**src/rtl/pulse_seq_pkg.sv**
```systemverilog
package pulse_seq_pkg;

    typedef enum logic [1:0] {
        OP_ERASE   = 2'd0,
        OP_PROGRAM = 2'd1,
        OP_READ    = 2'd2,
        OP_BAD     = 2'd3
    } op_e;

    typedef enum logic [2:0] {
        RES_OK        = 3'd0,
        RES_REFUSED   = 3'd1,
        RES_PRE_TMO   = 3'd2,
        RES_PULSE_TMO = 3'd3,
        RES_POST_TMO  = 3'd4,
        RES_EXHAUSTED = 3'd5
    } res_e;

    typedef enum logic [2:0] {
        ST_IDLE,
        ST_PRECLR,
        ST_FIRE,
        ST_WAIT,
        ST_POSTCLR,
        ST_REPORT
    } st_e;

    typedef struct packed {
        op_e  op;
        logic extra_used;
        logic verify_err;
    } job_t;

    function automatic int max3(input int a, input int b, input int c);
        int m;
        m = (a > b) ? a : b;
        return (m > c) ? m : c;
    endfunction

    function automatic int limit_for(input op_e op, input int lim_erase,
                                     input int lim_prog, input int lim_read);
        case (op)
            OP_ERASE:   return lim_erase;
            OP_PROGRAM: return lim_prog;
            OP_READ:    return lim_read;
            default:    return 0;
        endcase
    endfunction

    function automatic logic start_refused(input logic [1:0] op, input logic prog_on,
                                           input logic erase_on);
        return !(prog_on && erase_on) || (op == 2'd3);
    endfunction

endpackage

```
**src/rtl/poll_window.sv**
```systemverilog
module poll_window #(
    parameter int TICK_CYCLES = 4,
    parameter int POLLS       = 50
) (
    input  logic clk,
    input  logic rst,
    input  logic clr_i,
    input  logic en_i,
    output logic expired_o
);
    localparam int CYC_W  = (TICK_CYCLES > 1) ? $clog2(TICK_CYCLES) : 1;
    localparam int POLL_W = $clog2(POLLS + 1);
    localparam logic [CYC_W-1:0]  CYC_LAST  = CYC_W'(TICK_CYCLES - 1);
    localparam logic [POLL_W-1:0] POLL_LAST = POLL_W'(POLLS);

    logic [CYC_W-1:0]  cyc_q;
    logic [POLL_W-1:0] poll_q;

    assign expired_o = (poll_q == POLL_LAST);

    always_ff @(posedge clk) begin
        if (rst || clr_i) begin
            cyc_q  <= '0;
            poll_q <= '0;
        end else if (en_i && !expired_o) begin
            if (cyc_q == CYC_LAST) begin
                cyc_q  <= '0;
                poll_q <= poll_q + 1'b1;
            end else begin
                cyc_q <= cyc_q + 1'b1;
            end
        end
    end

    assert_expiry_sticky_R3: assert property (@(posedge clk) disable iff (rst)
        (expired_o && !clr_i) |=> expired_o);

    assert_expiry_needs_enable_R2: assert property (@(posedge clk) disable iff (rst)
        (!expired_o && !en_i) |=> !expired_o);

endmodule

```
**src/rtl/attempt_tracker.sv**
```systemverilog
module attempt_tracker #(
    parameter int W = 6
) (
    input  logic         clk,
    input  logic         rst,
    input  logic         load_i,
    input  logic [W-1:0] lim_i,
    input  logic         inc_i,
    input  logic         ext_i,
    output logic [W-1:0] cnt_o,
    output logic [W-1:0] lim_o,
    output logic         hit_o
);
    logic [W-1:0] cnt_q;
    logic [W-1:0] lim_q;

    always_ff @(posedge clk) begin
        if (rst) begin
            cnt_q <= '0;
            lim_q <= '0;
        end else if (load_i) begin
            cnt_q <= '0;
            lim_q <= lim_i;
        end else begin
            if (inc_i) cnt_q <= cnt_q + 1'b1;
            if (ext_i) lim_q <= lim_q + 1'b1;
        end
    end

    assign cnt_o = cnt_q;
    assign lim_o = lim_q;
    assign hit_o = (cnt_q >= lim_q);

    assert_count_bounded_R6: assert property (@(posedge clk) disable iff (rst)
        !load_i |-> (cnt_q <= lim_q));

    assert_no_fire_past_limit_R6: assert property (@(posedge clk) disable iff (rst)
        inc_i |-> (cnt_q < lim_q));

endmodule

```
**src/rtl/pulse_retry_seq.sv**
```systemverilog
module pulse_retry_seq
    import pulse_seq_pkg::*;
#(
    parameter int TICK_CYCLES = 4,
    parameter int CLEAR_POLLS = 50,
    parameter int DONE_POLLS  = 1500,
    parameter int ERASE_LIMIT = 45,
    parameter int PROG_LIMIT  = 9,
    parameter int READ_LIMIT  = 9,
    parameter int ATT_W       = $clog2(max3(ERASE_LIMIT, PROG_LIMIT, READ_LIMIT) + 2)
) (
    input  logic             clk,
    input  logic             rst,
    input  logic             start_i,
    input  logic [1:0]       op_i,
    input  logic             prog_algo_on_i,
    input  logic             erase_algo_on_i,
    input  logic             pulse_done_i,
    input  logic             err_i,
    output logic             pulse_start_o,
    output logic             retry_o,
    output logic             busy_o,
    output logic             done_o,
    output logic             success_o,
    output logic [2:0]       result_o,
    output logic [ATT_W-1:0] attempts_o
);
    st_e  st_q, st_d;
    job_t job_q, job_d;
    res_e res_q, res_d;
    logic succ_q, succ_d;
    logic retry_q, retry_d;

    logic             in_clear;
    logic             clr_exp;
    logic             done_exp;
    logic             trk_load, trk_inc, trk_ext;
    logic [ATT_W-1:0] load_lim;
    logic [ATT_W-1:0] att_cnt, att_lim;
    logic             att_hit;
    logic             refuse;

    assign in_clear = (st_q == ST_PRECLR) || (st_q == ST_POSTCLR);
    assign refuse   = start_refused(op_i, prog_algo_on_i, erase_algo_on_i);

    poll_window #(
        .TICK_CYCLES(TICK_CYCLES),
        .POLLS      (CLEAR_POLLS)
    ) u_clear_win (
        .clk      (clk),
        .rst      (rst),
        .clr_i    (!in_clear),
        .en_i     (in_clear && err_i),
        .expired_o(clr_exp)
    );

    poll_window #(
        .TICK_CYCLES(TICK_CYCLES),
        .POLLS      (DONE_POLLS)
    ) u_done_win (
        .clk      (clk),
        .rst      (rst),
        .clr_i    (st_q != ST_WAIT),
        .en_i     (st_q == ST_WAIT),
        .expired_o(done_exp)
    );

    attempt_tracker #(
        .W(ATT_W)
    ) u_tracker (
        .clk   (clk),
        .rst   (rst),
        .load_i(trk_load),
        .lim_i (load_lim),
        .inc_i (trk_inc),
        .ext_i (trk_ext),
        .cnt_o (att_cnt),
        .lim_o (att_lim),
        .hit_o (att_hit)
    );

    always_comb begin
        st_d     = st_q;
        job_d    = job_q;
        res_d    = res_q;
        succ_d   = succ_q;
        retry_d  = 1'b0;
        trk_load = 1'b0;
        trk_inc  = 1'b0;
        trk_ext  = 1'b0;
        load_lim = '0;

        case (st_q)
            ST_IDLE: begin
                if (start_i) begin
                    trk_load         = 1'b1;
                    job_d.op         = op_e'(op_i);
                    job_d.extra_used = 1'b0;
                    job_d.verify_err = 1'b0;
                    succ_d           = 1'b0;
                    if (refuse) begin
                        res_d = RES_REFUSED;
                        st_d  = ST_REPORT;
                    end else begin
                        load_lim = ATT_W'(limit_for(op_e'(op_i), ERASE_LIMIT,
                                                    PROG_LIMIT, READ_LIMIT));
                        st_d     = ST_PRECLR;
                    end
                end
            end

            ST_PRECLR: begin
                if (!err_i) begin
                    st_d = ST_FIRE;
                end else if (clr_exp) begin
                    res_d = RES_PRE_TMO;
                    st_d  = ST_REPORT;
                end
            end

            ST_FIRE: begin
                trk_inc = 1'b1;
                st_d    = ST_WAIT;
            end

            ST_WAIT: begin
                if (pulse_done_i) begin
                    job_d.verify_err = err_i;
                    st_d             = ST_POSTCLR;
                end else if (done_exp) begin
                    res_d = RES_PULSE_TMO;
                    st_d  = ST_REPORT;
                end
            end

            ST_POSTCLR: begin
                if (!err_i) begin
                    if (!job_q.verify_err) begin
                        if ((job_q.op == OP_PROGRAM) && !job_q.extra_used) begin
                            job_d.extra_used = 1'b1;
                            trk_ext          = 1'b1;
                            st_d             = ST_FIRE;
                        end else begin
                            res_d  = RES_OK;
                            succ_d = 1'b1;
                            st_d   = ST_REPORT;
                        end
                    end else if (!att_hit) begin
                        retry_d = 1'b1;
                        st_d    = ST_FIRE;
                    end else begin
                        res_d = RES_EXHAUSTED;
                        st_d  = ST_REPORT;
                    end
                end else if (clr_exp) begin
                    res_d = RES_POST_TMO;
                    st_d  = ST_REPORT;
                end
            end

            ST_REPORT: st_d = ST_IDLE;

            default: st_d = ST_IDLE;
        endcase
    end

    always_ff @(posedge clk) begin
        if (rst) begin
            st_q    <= ST_IDLE;
            job_q   <= '{op: OP_ERASE, extra_used: 1'b0, verify_err: 1'b0};
            res_q   <= RES_OK;
            succ_q  <= 1'b0;
            retry_q <= 1'b0;
        end else begin
            st_q    <= st_d;
            job_q   <= job_d;
            res_q   <= res_d;
            succ_q  <= succ_d;
            retry_q <= retry_d;
        end
    end

    assign pulse_start_o = (st_q == ST_FIRE);
    assign retry_o       = retry_q;
    assign busy_o        = (st_q != ST_IDLE);
    assign done_o        = (st_q == ST_REPORT);
    assign success_o     = succ_q;
    assign result_o      = res_q;
    assign attempts_o    = att_cnt;

    assert_done_single_R9: assert property (@(posedge clk) disable iff (rst)
        done_o |=> !done_o);

    assert_refuse_no_pulse_R1: assert property (@(posedge clk) disable iff (rst)
        (done_o && result_o == RES_REFUSED) |-> (attempts_o == '0));

    assert_retry_within_budget_R5: assert property (@(posedge clk) disable iff (rst)
        retry_o |-> (pulse_start_o && (att_cnt < att_lim)));

    assert_exhaust_at_limit_R6: assert property (@(posedge clk) disable iff (rst)
        (done_o && result_o == RES_EXHAUSTED) |-> (attempts_o == att_lim));

    assert_prog_confirm_R7: assert property (@(posedge clk) disable iff (rst)
        (done_o && success_o && job_q.op == OP_PROGRAM) |-> (attempts_o >= ATT_W'(2)));

    assert_timeout_stops_R3: assert property (@(posedge clk) disable iff (rst)
        (st_q == ST_WAIT && done_exp && !pulse_done_i) |=> (done_o && !pulse_start_o));

    assert_idle_quiet_R10: assert property (@(posedge clk) disable iff (rst)
        !busy_o |-> (!pulse_start_o && !retry_o));

    assert_preclear_blocks_R2: assert property (@(posedge clk) disable iff (rst)
        (st_q == ST_PRECLR && err_i) |=> !pulse_start_o);

endmodule

```
**config.mk**
```make
export PLATFORM = sky130hd
export DESIGN_NAME = pulse_retry_seq
export DESIGN_NICKNAME = d
export VERILOG_FILES = /design/src/rtl/pulse_seq_pkg.sv /design/src/rtl/poll_window.sv /design/src/rtl/attempt_tracker.sv /design/src/rtl/pulse_retry_seq.sv
export SDC_FILE = /design/constraint.sdc
export NUM_CORES = 1
export LEC_CHECK = 0
export BUFFER_PORTS_ARGS = -buffer_cell sky130_fd_sc_hd__buf_2
export CELL_PAD_IN_SITES_DETAIL_PLACEMENT = 1
export CELL_PAD_IN_SITES_GLOBAL_PLACEMENT = 1
export CORE_UTILIZATION = 47
export CTS_BUF_LIST = sky130_fd_sc_hd__clkbuf_2
export DETAILED_ROUTE_END_ITERATION = 10
export GPL_TIMING_DRIVEN = 0
export PLACE_DENSITY = 0.83
export SLEW_MARGIN = 15
export SYNTH_ARGS = -nofsm -noshare
export SYNTH_HDL_FRONTEND = slang
export SYNTH_SLANG_ARGS = --single-unit
```
**constraint.sdc**
```tcl
create_clock -name clk -period 2.35 [get_ports clk]
set_input_delay 0.235 -clock clk [delete_from_list [all_inputs] [get_ports clk]]
set_output_delay 0.235 -clock clk [all_outputs]
set_load 0.05 [all_outputs]
```
# Word-level counts from Yosys, hierarchy flattened

Index checks and enable logic that the tools add are counted.

Bits in registers: 45
Input bits: 9
Output and inout port bits: 14
Word-level logic and storage cells: 134

$add $sub $neg: 6
$lt $le $gt $ge: 1
Eq/ne operators: 29
Mux-type cells: 51
Bitwise gates (word level): 2
Reductions and logical operators: 32

Operators with widths:

| kind                                                            | number |
|---|---|
| 3-bit 2-to-1 mux                                                | 21 |
| 6-bit 2-to-1 mux                                                | 5 |
| 6-bit by 1-bit adder with 6-bit output, second input constant   | 3 |
| 2-bit != test, second input constant                            | 9 |
| 1-bit 2-to-1 mux                                                | 16 |
| 3-bit one-hot mux with 5 select lines                           | 1 |
| 3-bit one-hot mux with 4 select lines                           | 1 |
| 6-bit one-hot mux with 2 select lines                           | 1 |
| 11-bit by 1-bit adder with 11-bit output, second input constant | 1 |
| 11-bit == test, second input constant                           | 1 |
| 10-bit AND reduction                                            | 1 |
| 5-bit AND reduction                                             | 2 |
| 2-bit == test, second input constant                            | 4 |
| 4-bit != test, second input constant                            | 2 |
| 2-bit AND reduction                                             | 4 |
| 3-bit by 2-bit == test with 1-bit output, second input constant | 2 |
| 3-bit == test, second input constant                            | 2 |
| 6-bit == test, second input constant                            | 1 |
| 6-bit greater-or-equal comparator                               | 1 |
| 2-bit 2-to-1 mux                                                | 3 |
| 3-bit by 2-bit != test with 1-bit output, second input constant | 2 |
| 1-bit one-hot mux with 2 select lines                           | 3 |
| 2-bit nonzero test                                              | 3 |
| 1-bit logical AND                                               | 5 |
| other kinds (15)                                                | 27 |

# Longest topological paths before layout

Gate-level depths: netlist (run 1).

Word-level depth: 8
Mapped depth: 8
Depth with buffers taken out: 8

# Modules after synthesis

From an unflattened synthesis (run 1), not the netlist that was laid out.

Cells, all modules: 327
Area, all modules: 2738.9 µm²

Modules (own cells, without submodules):

| module                    | times used | cells each | area an instance (µm²) | seq. area each (µm²) |
|---|---|---|---|---|
| pulse_retry_seq           | 1          | 105        | 819.5                  | 240.2 |
| poll_window (u_done_win)  | 1          | 95         | 805.8                  | 260.2 |
| attempt_tracker           | 1          | 79         | 679.4                  | 240.2 |
| poll_window (u_clear_win) | 1          | 48         | 434.2                  | 160.2 |

# Least setup slack after synthesis (run 1)

Ideal clock, no wire load.

Path type: register to register
Start point: register st_q[0]
End point: register u_tracker.cnt_q[5], in the netlist u_tracker.cnt_o[5]
Setup time: 124 ps
Arrival time: 1968 ps
Data required time: 2226 ps
Setup slack: 257 ps
Stages on the path, launching flop included: 7
Buffers on the path: 1
Clock period less this slack: 2093 ps
Cells stage by stage: dfxtp_1 buf_6 nor3b_2 and4_1 nand3_1 xor2_1 nor2_1

Elaborated cells on any way between the ends: 5
Those cells by class: 1 x eq/ne; 2 x mux; 2 x reduce/logical

RTL lines:

| element                                  | RTL line               | RTL |
|---|---|---|
| from (decl)                              | pulse_retry_seq.sv:28  | `st_e st_q, st_d;` |
| from (signal assigned)                   | pulse_retry_seq.sv:175 | `st_q <= st_d;` |
| 3-bit by 2-bit == test with 1-bit output | n/a                    |  |
| named net pulse_start_o                  | pulse_retry_seq.sv:20  | `output logic pulse_start_o,` |
| 1-bit 2-to-1 mux                         | pulse_retry_seq.sv:93  | `case (st_q)` |
| to (signal assigned)                     | attempt_tracker.sv:25  | `if (inc_i) cnt_q <= cnt_q + 1'b1;` |
| to (decl)                                | attempt_tracker.sv:14  | `logic [W-1:0] cnt_q;` |

The timed path passes the listed nets, and every way through them passes these cells.
A chain may end at the register's enable or synchronous reset.

# Worst setup path after layout (run 1)

Start point: register u_tracker.cnt_q[0], in the netlist u_tracker.cnt_o[0]
End point: register res_q[0], in the netlist result_o[0]

Longest elaborated chain between the ends: 3

Ends and longest elaborated chain:

| element                               | RTL line               | RTL |
|---|---|---|
| 6-bit greater-or-equal comparator     | attempt_tracker.sv:32  | `assign hit_o = (cnt_q >= lim_q);` |
| 4-bit != test (no source line)        | n/a                    |  |
| 10-bit AND reduction (no source line) | n/a                    |  |
| to (signal assigned)                  | pulse_retry_seq.sv:177 | `res_q <= res_d;` |
| to (decl)                             | pulse_retry_seq.sv:30  | `res_e res_q, res_d;` |

No other way between the ends.

==> results of run 1 <==
-- placed cells by master, fill, tap and decap left out, types with 2 or more instances in the layout --
| cell type | instances |
|---|---|
| a21oi_1 | 19 |
| a31oi_1 | 2 |
| and3_1 | 6 |
| buf_2 | 23 |
| buf_6 | 2 |
| clkbuf_1 | 3 |
| clkbuf_2 | 5 |
| dfxtp_1 | 45 |
| ha_1 | 14 |
| inv_1 | 13 |
| mux2i_1 | 8 |
| nand2_1 | 23 |
| nand2b_1 | 3 |
| nand3_1 | 5 |
| nand4_1 | 9 |
| nor2_1 | 38 |
| nor2_4 | 2 |
| nor3_1 | 7 |
| o211ai_1 | 2 |
| o21ai_0 | 11 |
| o32ai_1 | 2 |
| or3_1 | 4 |
| xnor2_1 | 12 |
| xor2_1 | 10 |
-- worst paths after layout --
| path | depth (start not counted) | slack (ps) | to | start |
|---|---|---|---|---|
| setup / recovery | 8 | 300 | result_o[0] | u_tracker.cnt_o[0] |
| hold / removal | 2 | 50 | job_q[2] | rst |
| setup reg to reg | 8 | 300 | result_o[0] | u_tracker.cnt_o[0] |
| hold reg to reg | 2 | 480 | u_clear_win.cyc_q[1] | u_clear_win.cyc_q[1] |
-- power breakdown --
part | internal, µW | switching (µW) | leakage [µW] | total, µW
combinational | 213 | 403 | 0.000671 | 616
sequential | 818 | 49.0 | 0.000364 | 867
clock | 70.6 | 250 | 0.0000304 | 320
total | 1100 | 702 | 0.00107 | 1800
-- per-layer routing --
layer / share of wire [%] / global-route usage, % / up-vias / routed length, µm
met1: 46 / 26.5 / 972 / 2440
met2: 48 / 36.8 / 36 / 2570
li1: - / - / 1005 / -
met3: 2.9 / 4.53 / 10 / 153
met4: 2.5 / 8.97 / 0 / 131
met5: 0 / 0 / - / 0
-- synth_stat cells (2+ instances only) --
cell type,instances
dfxtp_1,45
nor2_1,38
nand2_1,23
a21oi_1,19
ha_1,14
inv_1,13
xnor2_1,12
o21ai_0,11
xor2_1,10
nand4_1,9
mux2i_1,8
nor3_1,7
and3_1,6
nand3_1,5
or3_1,4
clkbuf_1,3
nand2b_1,3
a31oi_1,2
buf_6,2
nor2_4,2
o211ai_1,2
o32ai_1,2
-- area by class of cell --
cell class / instances / area (µm²) / share of cell area [%]
buffer: 6 / 38.8 / 1.47
clock buffer: 5 / 25.0 / 0.948
clock inverter: 3 / 17.5 / 0.664
inverter: 13 / 48.8 / 1.85
multi-input combinational: 207 / 1420 / 53.6
sequential: 45 / 901 / 34.1
tap: 67 / 83.8 / 3.18
timing repair buffer: 22 / 110 / 4.17
-- kinds of logic after synthesis --
family | Yosys count | synth area share, %
AOI/OAI and AO/OA | 46 | 12.6
xor gates and xnor gates | 22 | 8.02
adders and majority gates | 14 | 7.29
buffers and inverters | 19 | 3.64
DFF | 45 | 37.5
muxes | 8 | 3.33
and+or+nand+nor | 117 | 27.6
-- worst max-delay path, cell delays in order, from the launching register on --
cell and delay [ps]:
dfxtp_1 460, inv_1 80, ha_1 270, nand2b_1 100
a21oi_1 90, o211ai_1 310, o22ai_1 190, a211oi_2 320
mux2i_1 220
-- state kept, by name, indices dropped and copies added, names as in the netlist --
| signal | count |
|---|---|
| job_q | 4 |
| result_o | 3 |
| retry_o | 1 |
| st_q | 3 |
| success_o | 1 |
| u_clear_win.cyc_q | 2 |
| u_clear_win.poll_q | 6 |
| u_done_win.cyc_q | 2 |
| u_done_win.poll_q | 11 |
| u_tracker.cnt_o | 6 |
| u_tracker.lim_o | 6 |
-- metrics by stage --
| stage | power [µW] | cell area [µm²] | worst slack (ps) | hold WS [ps] |
|---|---|---|---|---|
| global placement | 1480 | 2600 | 362 | 443 |
| detailed placement | 1490 | 2600 | 338 | 452 |
| floorplan | 1350 | 2400 | 257 | 307 |
| finish | 1800 | 2640 | 298 | 49.5 |
| global route | 1920 | 2640 | 166 | 7.09 |
| CTS | 1830 | 2640 | 274 | 8.46 |
==> impl_results.md, run 1 <==
- Slew Limit Fails: 0
- Die area: 5400 µm²
- Mean post-synth cell area: 8.87 µm²
- CTS H-Tree Depth: 2
- Max Buffers Root-to-Sink: 2
- Sequential share of the synthesized area: 37.5%
- Post-synth ARST share: 0%
- CP Max Fanout: 5
- Tcrit/Tclk final: between 80% and 90%
- Wire length per cell: ~14 µm
- Worst slew pin tran: between 500 and 600 ps
- GP Congestion: roughly 0.88
- Fin nets: 323
- Post-cts resize count: 0
- RSZ-0062 raised after global routing: no
- Post-Layout Cell Count: 368
- F_max: 0.487 GHz
- TritonCTS clock tree: yes
- Total CTS buffers: 5
- Number of synthesized flops with an enable pin: 0
- Share of Yosys cell area claimed by the top area cell type: 37.5%
- Post-synth top flop: dfxtp_1
- Clock Root Buffer: clkbuf_2
- Finished Core Util: 54.8%
- Total GRT Usage: between 20% and 30%
- Synth Instances: 271
- Post-synth cell types: between 50 and 60
- Post-Syn Nets: approximately 300
- Worst vdd ir: 0.000518 V
- Max-cap violations: 0
- Port Buffers: 22
- TNS Setup: 0 ps
- WP data required: 2720 ps
- Critical Path AT: 2430 ps
- Worst setup SP type: flip-flop
- Yosys warns: 0
- Largest area contributor in the netlist: dfxtp_1
- Clock Latency Late Sink: 410 ps
- Share of cells above drive strength 1: about 17%
- # fillers: 606
- Period minus WS final: 2050 ps
- Vias in the first global route: 2023
- Postcts setup bufs: 0
- Cell Pwr Density: 683 nW/µm²
- Clk sinks: 45
- Routed vias: 2023
- 1st-pass router iterations: 4
- Yosys reg bits: 45
- First-pass GRT wire length: between 8000 and 9000 µm
- Largest net degree at the start of global routing: 15
- Final WL: 5290 µm
- Slew headroom: 65.6%
- # hold bufs at CTS: 0
- Die X: roughly 74 µm
- Area growth syn-to-layout: 9.84%
- Setup CP Type: reg -> reg
- Min-Delay Path Class: in -> reg
- ANT cells: 0
- Crit end category: flip-flop
- Leakage: 0.00107 µW
- Synth area leaders: dfxtp_1 (37%), ha_1 (7.3%), nor2_1 (5.9%)
- Placed cell count: between 300 and 400
- Final hold violation count: 0
- Vias per Instance: 5.50
- FP Rows: 25
- Dpl hpwl: 4100 µm
- Status: finished clean
- Clk slew on worst S/H paths: approximately 240 ps
- Total core area: roughly 4800 µm²
- Setup Viol. Count Final: 0
- Mapped Area: 2400 µm²
- Initial drt markers: 42
- I/O pin count: 23
- Initial antenna violation count: 0
- Drt drc: 0
- Final clock skew: 30.4 ps
- Initial Utilization: about half
- Antenna Violating Nets Remaining: 0
- Die Y: 73.5 µm
- Gr ovfl total: 0
No activity file was read; power rests on OpenSTA's default activity.
==> run 2: changes to the inputs <==
Settings changed: CORE_ASPECT_RATIO set to 1.1.
==> impl_results.md, run 2 (synthesis results as in run 1) <==
- Status: finished clean
- Slew headroom: 64.0%
- Dpl hpwl: 4100 µm
- Initial drt markers: 44
- Min-Delay Path Class: in -> reg
- Crit end category: output pin
- Setup CP Type: reg -> out
- Leakage: 0.00106 µW
- GP Congestion: 0.938
- Postcts setup bufs: 0
- Period minus WS final: slightly above 2000 ps
- First-pass GRT wire length: 9280 µm
- Clk sinks: 45
- Hold Path End: job_q[2]
- Clock Root Buffer: clkbuf_2
- # fillers: 589
- Total core area: 4780 µm²
- Max Buffers Root-to-Sink: 2
- Vias in the first global route: 2070
- Worst r2r dst: result_o[0]
- ANT cells: 0
- Final WL: about 5400 µm
- # hold bufs at CTS: 0
- Max-cap violations: 0
- DP Area: ~2600 µm²
- Worst hold path startpoint: op_i[0]
- Area growth syn-to-layout: 9.27%
- CP Max Fanout: 10
- Total GRT Usage: between 20% and 30%
- Die area: 5400 µm²
- Drt drc: 0
- Post-cts resize count: 0
- Clock Latency Late Sink: about 440 ps
- Initial antenna violation count: 0
- DP Worst Slack: slightly above 300 ps
- Worst setup SP type: flip-flop
- Worst r2r src: u_tracker.lim_o[2]
- 1st-pass router iterations: 4
- Hold Path Depth: 3
- R2r worst-path depth: 7
- Final clock skew: 20.7 ps
- Largest net degree at the start of global routing: 15
- Most flop-heavy register: u_done_win.poll_q
- Gr ovfl total: 0
- Share of cells above drive strength 1: 17.6%
- Worst vdd ir: 0.000499 V
- F_max: 0.482 GHz
- CTS H-Tree Depth: 2
- Setup Viol. Count Final: 0
- Routed vias: approximately 2000
- Die Y: ~77 µm
- Reg2Reg Setup Slack: 290 ps
- Cell area after layout: 2630 µm²
- PnR worst setup slack: 277 ps
- Max FFs per register: 11
- Most frequent cells in the layout: dfxtp_1 (45), nor2_1 (38), buf_2 (23), nand2_1 (23), a21oi_1 (19)
- Total CTS buffers: 5
- Initial Utilization: 50.3%
- Tcrit/Tclk final: 88.2%
- RSZ-0062 raised after global routing: no
- FP Rows: 26
- Cell Pwr Density: 696 nW/µm²
- Antenna Violating Nets Remaining: 0
- Clk slew on worst S/H paths: 240 ps
- Tot Pwr: 1830 µW
- Slew Limit Fails: 0
- Most common cell after layout, fill and taps aside: dfxtp_1
- Worst slew pin tran: 538 ps
- TNS Setup: 0 ps
- Wire length per cell: about 15 µm
- Fin nets: 323
- Final hold violation count: 0
- TritonCTS clock tree: yes
- I/O pin count: 23
- WP data required: 2120 ps
- Port Buffers: 22
- Critical Path AT: roughly 1800 ps
- Vias per Instance: 5.66
- Die X: 70.2 µm
[run 2: power breakdown]
part / internal, µW / switching [µW]
sequential: 819 / 49.0
combinational: 213 / 406
clock: 69.4 / 271
total: 1100 / 726
[run 2: layer usage]
layer | track usage, % | part of all wire [%] | routed length (µm) | vias up
li1 | - | - | - | 1005
met3 | 5.65 | 3.1 | 171 | 6
met4 | 7.60 | 1.6 | 86 | 0
met2 | 38.2 | 50 | 2710 | 29
met1 | 25.6 | 45 | 2480 | 979
met5 | 0 | 0 | 0 | -
[run 2: cell type report]
class / count / area (µm²) / share of cell area (%)
plain buffers: 6 / 38.8 / 1.48
clock buffers: 5 / 25.0 / 0.953
clock inverters: 3 / 17.5 / 0.667
inverters: 13 / 48.8 / 1.86
multi-input cells: 207 / 1420 / 53.9
flip-flops and latches: 45 / 901 / 34.3
well taps: 56 / 70.1 / 2.67
repair buffers: 22 / 110 / 4.19
[run 2: how the worst max path moves through the flow]
stage | from | to | slack (ps)
final | st_q[0] | pulse_start_o | 280
after global routing | st_q[1] | pulse_start_o | 110
after CTS | st_q[0] | pulse_start_o | 250
after detailed placement | u_tracker.cnt_o[0] | result_o[0] | 310
after global placement | u_tracker.cnt_o[0] | result_o[2] | 350
after floorplan | st_q[0] | u_tracker.cnt_o[5] | 260
[run 2: per-stage QoR]
stage / hold WS (ps) / instances / util (%)
4_1_cts: 28.6 / 357 / 54.9
3_5_place_dp: 452 / 349 / 54.0
6_report: 44.5 / 357 / 54.9
3_3_place_gp: 444 / 349 / 54.0
5_1_grt: 8.20 / 357 / 54.9
2_1_floorplan: 307 / 271 / -
[run 2: worst max-delay path, stage by stage (launching register included)]
cell     delay, ps
dfxtp_1        410
buf_6          160
nor3b_2        470
buf_2          360
